### src/rtl/inv_alu_pkg.sv
package inv_alu_pkg;
  typedef enum logic [1:0] {
    SEL_AND = 2'b00,
    SEL_OR  = 2'b01,
    SEL_SUM = 2'b10,
    SEL_SLT = 2'b11
  } alu_sel_e;
endpackage

### src/rtl/inv_alu_addsub.sv
module inv_alu_addsub #(
  parameter int WIDTH = 32
) (
  input  logic [WIDTH-1:0] a_i,
  input  logic [WIDTH-1:0] b_i,
  input  logic             b_inv_i,
  output logic [WIDTH-1:0] sum_o,
  output logic             ovf_o
);
  logic [WIDTH-1:0] b_eff;
  logic [WIDTH:0]   carry;

  assign b_eff    = b_i ^ {WIDTH{b_inv_i}};
  assign carry[0] = b_inv_i;  // +1 completes two's complement negate

  for (genvar i = 0; i < WIDTH; i++) begin : g_bit
    assign sum_o[i]   = a_i[i] ^ b_eff[i] ^ carry[i];
    assign carry[i+1] = (a_i[i] & b_eff[i]) | (carry[i] & (a_i[i] ^ b_eff[i]));
  end

  assign ovf_o = carry[WIDTH] ^ carry[WIDTH-1];
endmodule

### src/rtl/inv_alu_logic.sv
module inv_alu_logic #(
  parameter int WIDTH = 32
) (
  input  logic [WIDTH-1:0] a_i,
  input  logic [WIDTH-1:0] b_i,
  output logic [WIDTH-1:0] and_o,
  output logic [WIDTH-1:0] or_o
);
  assign and_o = a_i & b_i;
  assign or_o  = a_i | b_i;
endmodule

### src/rtl/inv_alu_zero.sv
module inv_alu_zero #(
  parameter int WIDTH = 32
) (
  input  logic [WIDTH-1:0] val_i,
  output logic             zero_o
);
  assign zero_o = ~|val_i;
endmodule

### src/rtl/inv_alu.sv
module inv_alu
  import inv_alu_pkg::*;
#(
  parameter int WIDTH = 32
) (
  input  logic [WIDTH-1:0] a_i,
  input  logic [WIDTH-1:0] b_i,
  input  logic             b_inv_i,
  input  logic [1:0]       op_sel_i,
  output logic [WIDTH-1:0] result_o,
  output logic             zero_o
);
  localparam int PadW = WIDTH - 1;

  logic [WIDTH-1:0] sum;
  logic             ovf;
  logic [WIDTH-1:0] and_v;
  logic [WIDTH-1:0] or_v;
  logic             lt_bit;

  inv_alu_addsub #(.WIDTH(WIDTH)) i_addsub (
    .a_i     (a_i),
    .b_i     (b_i),
    .b_inv_i (b_inv_i),
    .sum_o   (sum),
    .ovf_o   (ovf)
  );

  inv_alu_logic #(.WIDTH(WIDTH)) i_logic (
    .a_i   (a_i),
    .b_i   (b_i),
    .and_o (and_v),
    .or_o  (or_v)
  );

  // signed less-than: sign of difference corrected by overflow
  assign lt_bit = sum[WIDTH-1] ^ ovf;

  always_comb begin
    unique case (alu_sel_e'(op_sel_i))
      SEL_AND: result_o = and_v;
      SEL_OR:  result_o = or_v;
      SEL_SUM: result_o = sum;
      SEL_SLT: result_o = b_inv_i ? {{PadW{1'b0}}, lt_bit} : '0;
      default: result_o = '0;
    endcase
  end

  inv_alu_zero #(.WIDTH(WIDTH)) i_zero (
    .val_i  (result_o),
    .zero_o (zero_o)
  );
endmodule

### config.mk
export PLATFORM = sky130hd
export DESIGN_NAME = inv_alu
export DESIGN_NICKNAME = d
export VERILOG_FILES = /design/src/rtl/inv_alu_pkg.sv /design/src/rtl/inv_alu_addsub.sv /design/src/rtl/inv_alu_logic.sv /design/src/rtl/inv_alu_zero.sv /design/src/rtl/inv_alu.sv
export SDC_FILE = /design/constraint.sdc
export NUM_CORES = 1
export LEC_CHECK = 0
export ABC_AREA = 0
export BUFFER_PORTS_ARGS = -buffer_cell sky130_fd_sc_hd__buf_4
export CORE_MARGIN = 1.5
export CORE_UTILIZATION = 43
export DETAILED_ROUTE_END_ITERATION = 10
export GPL_TIMING_DRIVEN = 0
export PLACE_DENSITY_LB_ADDON = 0.12
export SLEW_MARGIN = 20
export SYNTH_ARGS = -nofsm -noshare
export SYNTH_HDL_FRONTEND = slang
export SYNTH_SLANG_ARGS = --single-unit
### constraint.sdc
create_clock -name vclk -period 18.3
set_input_delay 2.745 -clock vclk [all_inputs]
set_output_delay 2.745 -clock vclk [all_outputs]
set_load 0.005 [all_outputs]
==> flow_summary.yaml <==
outcome:
  outcome: "completed"
timing:
  finalWorstSetupSlack_ns: 0.5427
  setup_viol: 0
  final_hold_violations: 0
  setup-tns-final_ns: 0
  max_clock_freq_ghz: 0.05631
  slew_viol_final: 0
  layout_worst_path_cycle_share_pct: 97.03
  timing.slew.headroom_pct: 48.37
  worst_pin_slew_ns: 0.7745
  finalCriticalPeriod_ns: 17.76
  setup_repair_after_global_routing_missed_its_margin: "false"
detailed_routing:
  drtPass1Iterations: 4
  route.detailed.drc: 0
  vias_per_cell: 5.229
  routed_wl_um: 5552
  dr.first_iter.drc_count: 38
  number_of_nets_with_antenna_violations_after_routing: 0
  vias: 1830
  route.detailed.wl_per_inst_um: 15.86
power:
  portion_of_total_power_attributed_to_the_clock_network_pct: 0
  p_seq_share_pct: 0
  part_of_the_total_power_dissipated_in_combinational_logic_pct: 100.0
  switchingPower_mw: 0.04475
  p_leak_nw: 1.296
  powerDensity_mw_per_mm2: 35.63
  max-vdd-ir-drop_mv: 0.01691
  internal_power_mw: 0.05226
  switching_portion_of_total_power_pct: 46.13
critical_path:
  critical_path_s_top_delay_family: "adder cells"
  timing.critical_path.buf_inv: 9
  timing.critical_path.slowest_cell_delay_ns: 0.42
  critical_path_required_ns: 15.55
  timing.critical_path.slowest_stage_cell: "sky130_fd_sc_hd__fa_2"
  cp_data_arrival_time_ns: 15.01
  crit_fanout: 6
  top_cell_by_count_worst_path: "sky130_fd_sc_hd__fa_2"
  worst_setup_path_start_kind: "input pin"
  critical_path_class: "in2out"
  critical_path.endpoint_type: "primary output"
grt:
  global_route_total_overflow: 0
  groute.usage.overall_pct: 23.80
  grt_antenna_before_repair: 0
  grt_pass1_wl_um: 8445
  grt_max_degree: 11
  vias_in_the_first_global_route: 1885
cts:
  post_cts_hold_buffer_count: 0
finish:
  seq_cell_count: 0
  register_area_um2: 0
  insertedDiodeCount: 0
  finish.utilization_pct: 66.63
  layout-drive-gt1-share_pct: 44.00
  nets_finish: 402
  num-clock-buffers: 0
  area.growth.synth_to_final_pct: 46.73
synthesis:
  synth_sequential_area_ratio_pct: 0
  syn_nets: 302
  synthCells: 202
  post_synth_cell_types: 28
  yosys_warnings: 0
  synth.cell_area_mm2: 0.001856
  postSynthAreaPerCell_um2: 9.186
floorplanning:
  floorplan.die.height_um: 68.69
  pin_count: 100
  dieWidth_um: 68.69
  row_count: 23
  design.core.area_mm2: 0.004086
  fp.dieArea_mm2: 0.004718
  initial_utilization_pct: 45.41
placement:
  gp_routability_congestion: 0.8006
  dp.final_hpwl_um: 4645
  place_worst_setup_slack_ns: -1.146
  io_buffers: 97
worst_hold_path:
  hold_class: "in2out"
run:
  drv_cap: 0
## synthesized netlist by cell type, drive strengths merged
| cell type | number | share of area [%] |
|---|---|---|
| mux2 | 2 | 1.2 |
| nand3b | 1 | 0.40 |
| fa | 30 | 32 |
| o21ai | 4 | 1.1 |
| ha | 3 | 2.0 |
| clkbuf | 5 | 1.0 |
| nand4 | 3 | 1.0 |
| nand2 | 10 | 2.0 |
| a21oi | 1 | 0.27 |
| or4b | 1 | 0.54 |
| nor2b | 1 | 0.74 |
| a22o | 13 | 6.1 |
| nor4 | 3 | 1.0 |
| and3 | 1 | 0.34 |
| maj3 | 31 | 17 |
| xor2 | 24 | 11 |
| buf | 9 | 2.8 |
| o2111ai | 2 | 0.94 |
| or4 | 2 | 0.81 |
| a22oi | 7 | 2.8 |
| a2bb2oi | 6 | 2.8 |
| nand2b | 2 | 0.67 |
| o22a | 1 | 0.47 |
| inv | 32 | 6.5 |
| xnor2 | 8 | 3.8 |
## worst paths after layout
check,from,end,cells past startpoint
worst max-delay path,b_inv_i,zero_o,45
worst min-delay path,op_sel_i[1],result_o[9],3
## stage by stage
stage	hold WS [ns]	cell area, µm²	std cells	total power, mW
5_1_grt	5.974	2723	350	0.1096
2_1_floorplan	5.733	1856	202	0.05281
3_5_place_dp	5.936	2646	349	0.09376
3_3_place_gp	5.938	2646	349	0.09161
4_1_cts	5.937	2691	350	0.09607
6_report	5.934	2723	350	0.09701
## placed cells by master, fill, tap and decap left out, drive strengths merged, types with 2 or more instances in the layout
cell type / n
mux2: 2
buf: 107
maj3: 31
xnor2: 8
nand2b: 2
a22oi: 7
a2bb2oi: 6
xor2: 24
nor4: 3
nand2: 10
or4: 2
o2111ai: 2
ha: 3
clkbuf: 5
fa: 30
nand4: 3
inv: 32
a22o: 13
o21ai: 4
## power groups by stage
stage | Sequential (mW) | Combinational, mW | Clock (mW)
2_1_floorplan | 0 | 0.0528 | 0
3_3_place_gp | 0 | 0.0916 | 0
3_5_place_dp | 0 | 0.0938 | 0
4_1_cts | 0 | 0.0961 | 0
5_1_grt | 0 | 0.110 | 0
6_report | 0 | 0.0970 | 0
## layer usage
layer / wire (µm) / global-route usage (%)
met1: 2310 / 31.61
met2: 2774 / 44.35
met3: 467 / 2.110
met4: 0 / 0.4902
met5: 0 / 0
## layout make-up
cell class	count	area, µm²
well taps	50	62.56
inverters	32	120.1
plain buffers	14	78.83
fillers	347	1364
multi-input cells	156	1725
repair buffers	98	735.7
## logic make-up (layout without fill, tap and decap cells)
logic type | after synthesis | in the layout | synth area share [%]
AOI/OAI and AO/OA | 34 | 34 | 14.57
muxes | 2 | 2 | 1.214
adders and majority gates | 64 | 64 | 51.32
xor gates and xnor gates | 32 | 32 | 15.10
buffers and inverters | 46 | 144 | 10.25
and+or+nand+nor | 24 | 24 | 7.553
## timing repair
action	CTS	global route
buffers inserted	1	0
gates resized for setup	14	13
pin swaps	3	5
setup endpoints to repair	5	3
Power figures use the tool's default switching activity.
